<file path="src/rtl/ptg_pkg.sv">
// Shared constants and types for the panel timing generator.
// Assumes every packed quantity word carries two fields of FIELD_W bits.
package ptg_pkg;
    localparam int FIELD_W   = 16;
    localparam int HSHIFT    = 3;   // horizontal quantities are in units of 8 dots
    localparam int POL_H_BIT = 0;
    localparam int POL_V_BIT = 1;

    typedef enum logic [1:0] {
        PWR_OFF  = 2'b00,
        PWR_RAMP = 2'b01,
        PWR_ON   = 2'b11
    } pwr_state_e;
endpackage

</file>
<file path="src/rtl/ptg_axis_ctr.sv">
// One raster axis: a position counter plus active and sync window decode.
// The programmed quantities are scaled by 2**SHIFT. A total of 0 acts as 1.
// A wrap happens when the counter advances from its last position.
module ptg_axis_ctr #(
    parameter int FW    = 16,
    parameter int SHIFT = 0,
    localparam int PW   = FW + SHIFT
) (
    input  logic          clk,
    input  logic          rst_n,
    input  logic          clr,
    input  logic          adv,
    input  logic [FW-1:0] total_u,
    input  logic [FW-1:0] active_u,
    input  logic [FW-1:0] sync_pos_u,
    input  logic [FW-1:0] sync_w_u,
    output logic [PW-1:0] pos_o,
    output logic          wrap_o,
    output logic          in_active_o,
    output logic          in_sync_o
);
    logic [PW-1:0] pos_q;
    logic [PW-1:0] total_s, active_s, spos_s, sw_s;
    logic          last;
    logic [PW:0]   sync_end;

    // Scale the programmed quantities into counter units.
    always_comb begin
        total_s  = PW'(total_u)    << SHIFT;
        active_s = PW'(active_u)   << SHIFT;
        spos_s   = PW'(sync_pos_u) << SHIFT;
        sw_s     = PW'(sync_w_u)   << SHIFT;
    end

    // Last position in the span, computed in a widened width so total 0 does not underflow.
    assign last = ({1'b0, pos_q} + (PW+1)'(1)) >= {1'b0, total_s};

    // Position register: clear, advance or hold.
    always_ff @(posedge clk) begin
        if (!rst_n)         pos_q <= '0;
        else if (clr)       pos_q <= '0;
        else if (adv)       pos_q <= last ? '0 : pos_q + PW'(1);
    end

    // Window decode for active area and sync pulse.
    always_comb begin
        sync_end    = {1'b0, spos_s} + {1'b0, sw_s};
        in_active_o = pos_q < active_s;
        in_sync_o   = (pos_q >= spos_s) && ({1'b0, pos_q} < sync_end);
    end

    assign wrap_o = adv && last && !clr;
    assign pos_o  = pos_q;

    AST_POS_HOLD: assert property (@(posedge clk) disable iff (!rst_n)
        (!adv && !clr) |=> $stable(pos_q));
    AST_WRAP_TO_ZERO: assert property (@(posedge clk) disable iff (!rst_n)
        wrap_o |=> (pos_q == '0));
endmodule

</file>
<file path="src/rtl/ptg_power_seq.sv">
// Power-state sequencer: it moves one step toward the target on the
// STEP_FRAMES-th frame end. The target is on while start is high and off
// while it is low. The frame counter clears whenever the state is at its target.
module ptg_power_seq
    import ptg_pkg::*;
#(
    parameter int STEP_FRAMES = 4,
    localparam int SCW = $clog2(STEP_FRAMES + 1)
) (
    input  logic       clk,
    input  logic       rst_n,
    input  logic       clr,
    input  logic       start,
    input  logic       frame_end,
    output pwr_state_e state_o
);
    pwr_state_e     state_q, next_state;
    logic [SCW-1:0] cnt_q;
    logic           at_target;

    // Target check and next step in the current direction.
    always_comb begin
        at_target  = start ? (state_q == PWR_ON) : (state_q == PWR_OFF);
        next_state = state_q;
        case (state_q)
            PWR_OFF:  next_state = start ? PWR_RAMP : PWR_OFF;
            PWR_RAMP: next_state = start ? PWR_ON   : PWR_OFF;
            PWR_ON:   next_state = start ? PWR_ON   : PWR_RAMP;
            default:  next_state = PWR_OFF;
        endcase
    end

    // Frame counting and state stepping.
    always_ff @(posedge clk) begin
        if (!rst_n || clr) begin
            state_q <= PWR_OFF;
            cnt_q   <= '0;
        end else if (at_target) begin
            cnt_q   <= '0;
        end else if (frame_end) begin
            if (cnt_q == SCW'(STEP_FRAMES - 1)) begin
                cnt_q   <= '0;
                state_q <= next_state;
            end else begin
                cnt_q   <= cnt_q + SCW'(1);
            end
        end
    end

    assign state_o = state_q;

    AST_PWR_FRAME_ONLY: assert property (@(posedge clk) disable iff (!rst_n)
        (!frame_end && !clr) |=> $stable(state_q));
    AST_PWR_NO_JUMP_UP: assert property (@(posedge clk) disable iff (!rst_n)
        (state_q == PWR_OFF) |=> (state_q != PWR_ON));
    AST_PWR_NO_JUMP_DOWN: assert property (@(posedge clk) disable iff (!rst_n)
        (state_q == PWR_ON && !clr) |=> (state_q != PWR_OFF));
    AST_PWR_LEGAL_CODE: assert property (@(posedge clk) disable iff (!rst_n)
        (state_q != 2'b10));
endmodule

</file>
<file path="src/rtl/ptg_soft_reset.sv">
// Self-clearing controller reset: a request raises busy, which stays high
// for RESET_CYCLES cycles. A request during busy restarts the count.
module ptg_soft_reset #(
    parameter int RESET_CYCLES = 16,
    localparam int RCW = $clog2(RESET_CYCLES + 1)
) (
    input  logic clk,
    input  logic rst_n,
    input  logic req,
    output logic busy_o
);
    logic           busy_q;
    logic [RCW-1:0] cnt_q;

    // Busy flag and its duration counter.
    always_ff @(posedge clk) begin
        if (!rst_n) begin
            busy_q <= 1'b0;
            cnt_q  <= '0;
        end else if (req) begin
            busy_q <= 1'b1;
            cnt_q  <= '0;
        end else if (busy_q) begin
            if (cnt_q == RCW'(RESET_CYCLES - 1)) busy_q <= 1'b0;
            else                                 cnt_q  <= cnt_q + RCW'(1);
        end
    end

    assign busy_o = busy_q;

    AST_REQ_RAISES_BUSY: assert property (@(posedge clk) disable iff (!rst_n)
        req |=> busy_q);
endmodule

</file>
<file path="src/rtl/panel_timing_gen.sv">
// Top of the panel timing generator for one channel. It unpacks the quantity
// words, drives two axis counters, and gates the syncs and enable with the
// power state. Assumes the configuration words are held stable while the channel runs.
module panel_timing_gen
    import ptg_pkg::*;
#(
    parameter int STEP_FRAMES  = 4,
    parameter int RESET_CYCLES = 16
) (
    input  logic                    clk,
    input  logic                    rst_n,
    input  logic                    dot_en,
    input  logic [2*FIELD_W-1:0]    htiming_i,
    input  logic [2*FIELD_W-1:0]    hsync_i,
    input  logic [2*FIELD_W-1:0]    vtiming_i,
    input  logic [2*FIELD_W-1:0]    vsync_i,
    input  logic [1:0]              sync_pol_i,
    input  logic                    start_i,
    input  logic                    soft_rst_req_i,
    output logic [FIELD_W+HSHIFT-1:0] dot_x_o,
    output logic [FIELD_W-1:0]      line_y_o,
    output logic                    hsync_o,
    output logic                    vsync_o,
    output logic                    de_o,
    output logic [1:0]              pwr_state_o,
    output logic                    rst_busy_o
);
    logic       busy, clr;
    logic       line_step, frame_end;
    logic       h_act, h_syn, v_act, v_syn;
    logic       on;
    pwr_state_e pwr;

    ptg_soft_reset #(.RESET_CYCLES(RESET_CYCLES)) u_rst (
        .clk(clk), .rst_n(rst_n), .req(soft_rst_req_i), .busy_o(busy)
    );

    assign clr = soft_rst_req_i | busy;

    ptg_axis_ctr #(.FW(FIELD_W), .SHIFT(HSHIFT)) u_h (
        .clk(clk), .rst_n(rst_n), .clr(clr), .adv(dot_en),
        .total_u(htiming_i[FIELD_W-1:0]),  .active_u(htiming_i[2*FIELD_W-1:FIELD_W]),
        .sync_pos_u(hsync_i[FIELD_W-1:0]), .sync_w_u(hsync_i[2*FIELD_W-1:FIELD_W]),
        .pos_o(dot_x_o), .wrap_o(line_step), .in_active_o(h_act), .in_sync_o(h_syn)
    );

    ptg_axis_ctr #(.FW(FIELD_W), .SHIFT(0)) u_v (
        .clk(clk), .rst_n(rst_n), .clr(clr), .adv(line_step),
        .total_u(vtiming_i[FIELD_W-1:0]),  .active_u(vtiming_i[2*FIELD_W-1:FIELD_W]),
        .sync_pos_u(vsync_i[FIELD_W-1:0]), .sync_w_u(vsync_i[2*FIELD_W-1:FIELD_W]),
        .pos_o(line_y_o), .wrap_o(frame_end), .in_active_o(v_act), .in_sync_o(v_syn)
    );

    ptg_power_seq #(.STEP_FRAMES(STEP_FRAMES)) u_pwr (
        .clk(clk), .rst_n(rst_n), .clr(clr), .start(start_i),
        .frame_end(frame_end), .state_o(pwr)
    );

    // Output gating: the syncs and enable are live only when fully powered, then polarity is applied.
    always_comb begin
        on          = (pwr == PWR_ON);
        de_o        = h_act && v_act && on;
        hsync_o     = (h_syn && on) ^ sync_pol_i[POL_H_BIT];
        vsync_o     = (v_syn && on) ^ sync_pol_i[POL_V_BIT];
        pwr_state_o = pwr;
        rst_busy_o  = busy;
    end

    AST_BUSY_COUNTERS_ZERO: assert property (@(posedge clk) disable iff (!rst_n)
        rst_busy_o |-> (dot_x_o == '0 && line_y_o == '0));
    AST_BUSY_POWER_OFF: assert property (@(posedge clk) disable iff (!rst_n)
        rst_busy_o |-> (pwr_state_o == 2'b00));
    AST_SYNC_IDLE_UNPOWERED: assert property (@(posedge clk) disable iff (!rst_n)
        (pwr_state_o != 2'b11) |-> (!de_o && hsync_o == sync_pol_i[0] && vsync_o == sync_pol_i[1]));
endmodule

</file>
<file path="config.mk">
export PLATFORM = sky130hd
export DESIGN_NAME = panel_timing_gen
export DESIGN_NICKNAME = d
export VERILOG_FILES = /design/src/rtl/ptg_pkg.sv /design/src/rtl/ptg_axis_ctr.sv /design/src/rtl/ptg_power_seq.sv /design/src/rtl/ptg_soft_reset.sv /design/src/rtl/panel_timing_gen.sv
export SDC_FILE = /design/constraint.sdc
export NUM_CORES = 1
export LEC_CHECK = 0
export CAP_MARGIN = 40
export CORE_MARGIN = 2
export CORE_UTILIZATION = 65
export DETAILED_ROUTE_END_ITERATION = 10
export DONT_BUFFER_PORTS = 1
export PLACE_DENSITY = 0.88
export RECOVER_POWER = 25
export SLEW_MARGIN = 20
export SYNTH_ARGS = -nofsm -noshare
export SYNTH_HDL_FRONTEND = slang
export SYNTH_SLANG_ARGS = --single-unit
</file>
<file path="constraint.sdc">
create_clock -name clk -period 3.92 [get_ports clk]
set_input_delay 0.196 -clock clk [delete_from_list [all_inputs] [get_ports clk]]
set_output_delay 0.196 -clock clk [all_outputs]
set_load 0.02 [all_outputs]
</file>
==> impl_table.tex, run 1 <==
\begin{tabular}{lr}
\hline
Metric & Value \\
\hline
\multicolumn{2}{l}{\textbf{STA}} \\
Setup repair after global routing missed its margin & false \\
Final slew viol count & 0 \\
Worst Setup Slack, final & 0.218 ns \\
Min Hold Slack & 0.0253 ns \\
Final critical-path required period & 3.70 ns \\
Ratio of final minimum period to clock period & 94.4\% \\
Achievable Freq & 0.270 GHz \\
Least-Margin Pin Slew & 0.931 ns \\
Hold Vio Cnt, Final & 0 \\
Final setup vio count & 0 \\
Setup total negative slack & 0 ns \\
Max-Slew Margin vs Limit & 37.6\% \\
Worst setup skew after layout & 0.00539 ns \\
\multicolumn{2}{l}{\textbf{Global routing}} \\
Global-route wire length before repair & 27800 um \\
Antenna violations before repair & 0 \\
Via count of the first global-routing pass & 6467 \\
Largest net degree at the start of global routing & 29 \\
All-Layer GR Usage & 28.8\% \\
Aggregate global routing overflow & 0 \\
\multicolumn{2}{l}{\textbf{Clocking}} \\
Number of buffers added by the clock tree synthesis step & 5 \\
Post-CTS clock slew at the launch and capture registers of the worst setup and hold paths & 0.09 ns \\
Hold-fix buffers, CTS & 0 \\
Clock tree from TritonCTS & built \\
Sink count of the clock tree & 46 \\
Latest clock arrival within the worst-skew pair & 0.31 ns \\
Maximum level of the CTS H-tree & 2 \\
Post-CTS sizing & 0 \\
Longest Clk Path Bufs & 2 \\
Buffers inserted during post-CTS setup optimization & 0 \\
Buffer type at the clock tree root & sky130\_fd\_sc\_hd\_\_clkbuf\_8 \\
\multicolumn{2}{l}{\textbf{Routing}} \\
Total DRC errors in the routed layout & 0 \\
Vias & 6727 \\
Pre-Repair DR Iteration Count & 5 \\
Post-detailed-routing wire length & 17400 um \\
ANT nets after route & 0 \\
Starting DRC count in detailed routing & 374 \\
Vias per cell & 6.23 \\
WL/cell & 16.1 um \\
\multicolumn{2}{l}{\textbf{Synthesis}} \\
Count of unique library cells instantiated by Yosys & 63 \\
Ranking of synthesized cells by area & sky130\_fd\_sc\_hd\_\_ha\_1 (29\%), sky130\_fd\_sc\_hd\_\_dfxtp\_1 (13\%), sky130\_fd\_sc\_hd\_\_inv\_1 (6.1\%), sky130\_fd\_sc\_hd\_\_a21oi\_1 (4.5\%), sky130\_fd\_sc\_hd\_\_xnor2\_1 (4.5\%) \\
Number of enable flip-flop cells after synthesis & 0 \\
Number of synthesized register bits & 46 \\
Net Count, Synth & 1208 \\
Sequential share of the synthesized area & 13.0\% \\
Mean instance size in the synthesized netlist & 7.78 um2 \\
Largest area contributor in the synthesized netlist & sky130\_fd\_sc\_hd\_\_ha\_1 \\
Cell Area, Synth & 0.00707 mm2 \\
Cell types with the highest counts after synthesis & sky130\_fd\_sc\_hd\_\_ha\_1 (162), sky130\_fd\_sc\_hd\_\_inv\_1 (115), sky130\_fd\_sc\_hd\_\_nand2\_1 (73), sky130\_fd\_sc\_hd\_\_a21oi\_1 (63) \\
Total of warnings raised by yosys & 0 \\
Ys flop type & sky130\_fd\_sc\_hd\_\_dfxtp\_1 \\
Share of the synthesized area in the top cell type & 28.7\% \\
Library cell with the highest instance count after synthesis & sky130\_fd\_sc\_hd\_\_ha\_1 \\
Mapped Cells & 909 \\
Share of synthesized flip-flops with an asynchronous set or reset & 0\% \\
\multicolumn{2}{l}{\textbf{Worst setup path}} \\
Worst Path Class, Setup & in -> out \\
Arr. time, crit path & 3.51 ns \\
Data required, critical path & 3.72 ns \\
Critical path capture point type & output pin \\
Sort of element at the start of the critical path & input port \\
Critical Path Fanout Max & 3 \\
\multicolumn{2}{l}{\textbf{Placed design}} \\
Total half-perimeter wirelength after legalization and detailed placement & 14400 um \\
GPL Wtd Cong & 0.878 \\
Port buffer count & 0 \\
Post-Place Worst Slack & 0.260 ns \\
\multicolumn{2}{l}{\textbf{Final layout}} \\
End-of-flow core utilization & 70.0\% \\
Area growth from synthesis to final layout & 6.44\% \\
Share of post-route cells with drive strength above 1 & 5.64\% \\
Final antenna diode count & 0 \\
Nets & 1237 \\
\multicolumn{2}{l}{\textbf{Die}} \\
Starting Density & 65.8\% \\
Die area & 0.0117 mm2 \\
I/O pins & 176 \\
Core ar. & 0.0107 mm2 \\
Cell row count & 38 \\
Die extent in x & 108 um \\
Die extent in y & 108 um \\
\multicolumn{2}{l}{\textbf{Power}} \\
Max rail drop VDD & 0.122 mV \\
LEAKAGE & 3.80 nW \\
Power Dens Cells & 161 mW/mm2 \\
\multicolumn{2}{l}{\textbf{Job}} \\
Maxcap violations & 0 \\
\multicolumn{2}{l}{\textbf{Run status}} \\
Run status & finished, final reports clean \\
\multicolumn{2}{l}{\textbf{Worst hold path}} \\
Worst min path class & in -> reg \\
\hline
\end{tabular}
==> metrics by stage <==
stage	area [um2]	instances	power (mW)
after floorplan	7070	909	0.816
after global placement	7450	1069	0.878
after detailed placement	7460	1070	0.896
after CTS	7560	1078	1.21
after global routing	7530	1079	1.29
final	7530	1079	1.21
==> path summary, 6_finish.rpt <==
kind | depth (start not counted) | endpoint | slack, ns | from
hold reg to reg | 2 | u_pwr.cnt_q[2] | 0.46 | u_pwr.cnt_q[2]
setup / recovery | 15 | vsync_o | 0.22 | vsync_i[0]
setup reg to reg | 13 | u_h.pos_o[9] | 0.29 | u_h.pos_o[4]
hold / removal | 1 | u_rst.busy_o | 0.03 | soft_rst_req_i
==> layout by cell type (no fill, tap or decap), drive strengths merged, types with 4 or more instances in the layout <==
cell type  instances
and4               6
a21o              24
o31ai              6
nand2b             8
a21oi             64
ha               162
a2111oi            4
nor2b             10
and2              12
a211o              7
xnor2             36
xor2              25
a211oi            15
nor3              12
o211ai             9
and3              12
nand4             19
o2bb2ai            6
a32oi              5
nor2              43
a21boi             4
o21ai             42
or2                4
nand2             73
inv              116
dfxtp             46
nand3             48
or3                5
mux2i              5
a31oi              8
buf               25
a32o               7
o41ai              4
clkbuf            18
o21bai            10
o21a               7
nor4               4
==> routing by layer <==
layer,vias up,routed length (um),GRT usage [%]
met5,-,0,0
met4,0,516,11.9
met3,38,1400,6.15
met2,251,8500,53.5
met1,3087,6940,31.6
li1,3351,-,-
==> sequential cells by signal, indices dropped and copies added (netlist names), named ones only <==
name / cells
u_h.pos_o: 19
u_v.pos_o: 16
u_pwr.state_o: 1
u_pwr.cnt_q: 3
u_rst.busy_o: 1
u_rst.cnt_q: 5
==> layout make-up <==
type | count | area [um2]
well taps | 140 | 175
inverters | 115 | 432
multi-input cells | 732 | 5650
clock inverters | 2 | 16.3
flip-flops and latches | 46 | 921
clock buffers | 6 | 82.6
repair buffers | 38 | 246
fillers | 882 | 3220
==> logic make-up after synthesis <==
| kind of cell | share of synthesized area (%) |
|---|---|
| DFF | 13.0 |
| AOI/OAI and AO/OA | 23.1 |
| muxes | 0.708 |
| xor gates and xnor gates | 7.56 |
| buffers and inverters | 7.06 |
| and+or+nand+nor | 19.3 |
| adders and majority gates | 29.2 |
==> worst max-delay path: stages <==
cell and delay, ns:
sky130_fd_sc_hd__ha_1 0.22, sky130_fd_sc_hd__fa_1 0.41, sky130_fd_sc_hd__a21oi_1 0.21, sky130_fd_sc_hd__o211ai_1 0.15
sky130_fd_sc_hd__o21ai_0 0.31, sky130_fd_sc_hd__o31ai_1 0.18, sky130_fd_sc_hd__a21o_1 0.20, sky130_fd_sc_hd__a21oi_1 0.17
sky130_fd_sc_hd__xor2_1 0.09, sky130_fd_sc_hd__ha_1 0.31, sky130_fd_sc_hd__o2111ai_1 0.11, sky130_fd_sc_hd__a311oi_1 0.36
sky130_fd_sc_hd__o21ai_0 0.15, sky130_fd_sc_hd__o211ai_1 0.17, sky130_fd_sc_hd__nand4b_1 0.26
==> where the power goes <==
| group | switching (mW) | leakage (nW) | internal, mW |
|---|---|---|---|
| clock | 0.177 | 0.0478 | 0.146 |
| combinational | 0.235 | 3.39 | 0.184 |
| sequential | 0.00290 | 0.371 | 0.469 |
| total | 0.415 | 3.80 | 0.798 |
(Power assumes the default switching activity.)
==> run 2, diff against run 1 <==
==> constraint.sdc (replaced) <==
create_clock -name clk -period 4.3 [get_ports clk]
set_input_delay 0.215 -clock clk [delete_from_list [all_inputs] [get_ports clk]]
set_output_delay 0.215 -clock clk [all_outputs]
set_load 0.02 [all_outputs]
==> run 2 against run 1 <==
Compared with the run above:
- combinational power fell by 9.8%
- clock-buffer cell count did not move
- clock power fell by 21%
- via count fell by 0.28%
- critical path depth did not move
- core utilization fell by 1.2 points
==> impl_table.tex, run 2 (synthesis results as in run 1) <==
\begin{tabular}{lr}
\hline
Metric & Value \\
\hline
\multicolumn{2}{l}{\textbf{Clocking}} \\
Buffers inserted during post-CTS setup optimization & 0 (unchanged) \\
Number of buffers added by the clock tree synthesis step & 5 (unchanged) \\
Longest Clk Path Bufs & 2 (unchanged) \\
Post-CTS clock slew at the launch and capture registers of the worst setup and hold paths & 0.09 ns (about the same) \\
Clock tree from TritonCTS & built \\
Post-CTS sizing & 0 (unchanged) \\
Maximum level of the CTS H-tree & 2 (unchanged) \\
Buffer type at the clock tree root & sky130\_fd\_sc\_hd\_\_clkbuf\_8 \\
Latest clock arrival within the worst-skew pair & 0.30 ns (about the same) \\
Hold-fix buffers, CTS & 0 (unchanged) \\
Sink count of the clock tree & 46 (unchanged) \\
\multicolumn{2}{l}{\textbf{Routing}} \\
Vias & 6708 (-0.28\%) \\
WL/cell & 16.2 um (+0.69\%) \\
Pre-Repair DR Iteration Count & 5 (unchanged) \\
Starting DRC count in detailed routing & 506 (+35\%) \\
ANT nets after route & 0 (unchanged) \\
Post-detailed-routing wire length & 17200 um (-0.71\%) \\
Vias per cell & 6.30 (+1.1\%) \\
Total DRC errors in the routed layout & 0 (unchanged) \\
\multicolumn{2}{l}{\textbf{Worst setup path}} \\
Sort of element at the start of the critical path & register \\
Arr. time, crit path & 4.17 ns (+0.66 ns) \\
Critical path cell sequence & clkbuf\_1 -> nand2\_1 -> nor3\_1 -> buf\_4 -> nand2\_1 -> nor2\_1 -> xor2\_1 -> ha\_1 -> and4\_1 -> a21oi\_1 -> o21ai\_0 -> a221oi\_2 -> buf\_4 -> nand3\_1 -> o2bb2ai\_1 \\
Critical Path Fanout Max & 11 (+8) \\
Data required, critical path & 4.53 ns (+0.81 ns) \\
Slowest-stage cell, CP & sky130\_fd\_sc\_hd\_\_clkbuf\_1 \\
Worst stage delay on the critical path & 0.47 ns (+0.06 ns) \\
Setup slack of the most critical reg-to-reg path & 0.35 ns (+0.06 ns) \\
Critical path capture point type & register \\
Worst Path Class, Setup & reg -> reg \\
\multicolumn{2}{l}{\textbf{STA}} \\
Setup repair after global routing missed its margin & false \\
Worst Setup Slack, final & 0.354 ns (+0.136 ns) \\
Setup total negative slack & 0 ns (unchanged) \\
Final setup vio count & 0 (unchanged) \\
Max-Slew Margin vs Limit & 45.9\% (+8.3 points) \\
Achievable Freq & 0.253 GHz \\
Final slew viol count & 0 (unchanged) \\
Hold Vio Cnt, Final & 0 (unchanged) \\
Least-Margin Pin Slew & 0.807 ns (-0.123 ns) \\
Ratio of final minimum period to clock period & 91.8\% \\
Worst setup skew after layout & 0.00842 ns (+0.00303 ns) \\
Final critical-path required period & 3.95 ns \\
Min Hold Slack & 0.0351 ns (+0.00982 ns) \\
\multicolumn{2}{l}{\textbf{Power}} \\
Switching portion of total power & 33.9\% (-0.32 points) \\
Clock share of power & 24.0\% (-2.6 points) \\
LEAKAGE & 3.71 nW (-2.4\%) \\
Max rail drop VDD & 0.116 mV (-4.9\%) \\
Sequential share of power & 40.5\% (+1.6 points) \\
Comb power frac & 35.5\% (+1.0 points) \\
NetSw & 360 uW (-13\%) \\
Total power consumption of the routed design & 1.06 mW (-12\%) \\
Power Dens Cells & 144 mW/mm2 (-11\%) \\
Cell internal pwr & 703 uW (-12\%) \\
\multicolumn{2}{l}{\textbf{Final layout}} \\
Total of fill cells in the finished design & 926 (+5.0\%) \\
Most common cell after layout, fill and taps aside & sky130\_fd\_sc\_hd\_\_ha\_1 \\
Multi-input gate area & 0.00565 mm2 (unchanged) \\
Final antenna diode count & 0 (unchanged) \\
Nets & 1223 (-1.1\%) \\
Share of post-route cells with drive strength above 1 & 4.00\% (-1.6 points) \\
Post-Layout Inst Area & 0.00739 mm2 (-1.8\%) \\
Flip-flop count of the largest register, all copies and words added & 19 (unchanged) \\
Footprint of the flip-flops and latches & 921 um2 (unchanged) \\
Post-layout instance count excluding filler cells & 1064 (-1.4\%) \\
Most frequent cells in the layout & sky130\_fd\_sc\_hd\_\_ha\_1 (162), sky130\_fd\_sc\_hd\_\_inv\_1 (115), sky130\_fd\_sc\_hd\_\_nand2\_1 (73) \\
End-of-flow core utilization & 68.8\% (-1.2 points) \\
Area growth from synthesis to final layout & 4.55\% \\
\multicolumn{2}{l}{\textbf{Global routing}} \\
All-Layer GR Usage & 29.1\% (+0.25 points) \\
Global-route wire length before repair & 27900 um (+0.30\%) \\
Aggregate global routing overflow & 0 (unchanged) \\
Largest net degree at the start of global routing & 31 (+6.9\%) \\
Via count of the first global-routing pass & 6355 (-1.7\%) \\
Antenna violations before repair & 0 (unchanged) \\
\multicolumn{2}{l}{\textbf{Die}} \\
Die extent in y & 108 um (unchanged) \\
Starting Density & 65.8\% (unchanged) \\
Cell row count & 38 (unchanged) \\
I/O pins & 176 (unchanged) \\
Die extent in x & 108 um (unchanged) \\
Core ar. & 0.0107 mm2 (unchanged) \\
Die area & 0.0117 mm2 (unchanged) \\
\multicolumn{2}{l}{\textbf{Placed design}} \\
Cell count after placement & 1057 (-1.2\%) \\
Instance area at placement & 0.00736 mm2 (-1.4\%) \\
Total half-perimeter wirelength after legalization and detailed placement & 14300 um (-0.73\%) \\
Post-Place Worst Slack & 0.582 ns (+0.322 ns) \\
GPL Wtd Cong & 0.891 (+1.5\%) \\
Port buffer count & 0 (unchanged) \\
\multicolumn{2}{l}{\textbf{Worst hold path}} \\
Worst min path class & in -> reg \\
\multicolumn{2}{l}{\textbf{Job}} \\
Maxcap violations & 0 (unchanged) \\
\multicolumn{2}{l}{\textbf{Run status}} \\
Run status & finished, final reports clean \\
\hline
\end{tabular}
run 2: cell type report:
cell class,instances,area share [%]
flip-flops and latches,46,12.5
multi-input cells,732,76.5
inverters,115,5.84
repair buffers,24,1.78
clock inverters,1,0.102
clock buffers,6,0.982
well taps,140,2.37
run 2: worst paths after layout:
| path | start | to | depth (start not counted) |
|---|---|---|---|
| max | u_v.pos_o[0] | u_v.pos_o[3] | 15 |
| min | rst_n | u_rst.busy_o | 1 |
| max reg2reg | u_v.pos_o[0] | u_v.pos_o[3] | 15 |
| min reg2reg | u_pwr.cnt_q[2] | u_pwr.cnt_q[2] | 2 |
run 2: critical path: cells and delay by family (launching register included):
| family | cells | cell delay (ns) |
|---|---|---|
| AO/OA/AOI/OAI | 4 | 0.97 |
| XOR/XNOR | 1 | 0.25 |
| adder cells (fa/ha/maj) | 1 | 0.28 |
| AND/OR/NAND/NOR | 6 | 1.13 |
| flip-flops | 1 | 0.35 |
| buffers and inverters | 3 | 0.88 |
run 2: routing by layer:
layer  wire [um]  track usage, %
met1        6920            32.7
met2        8430            53.3
met3        1290            5.61
met4         590            12.3
met5           0               0
run 2: power groups by stage:
stage	registers, mW	clock network, mW	logic (mW)
floorplan	0.441	0	0.303
global placement	0.440	0	0.359
detailed placement	0.440	0	0.373
CTS	0.430	0.260	0.376
global route	0.431	0.279	0.433
finish	0.430	0.255	0.378
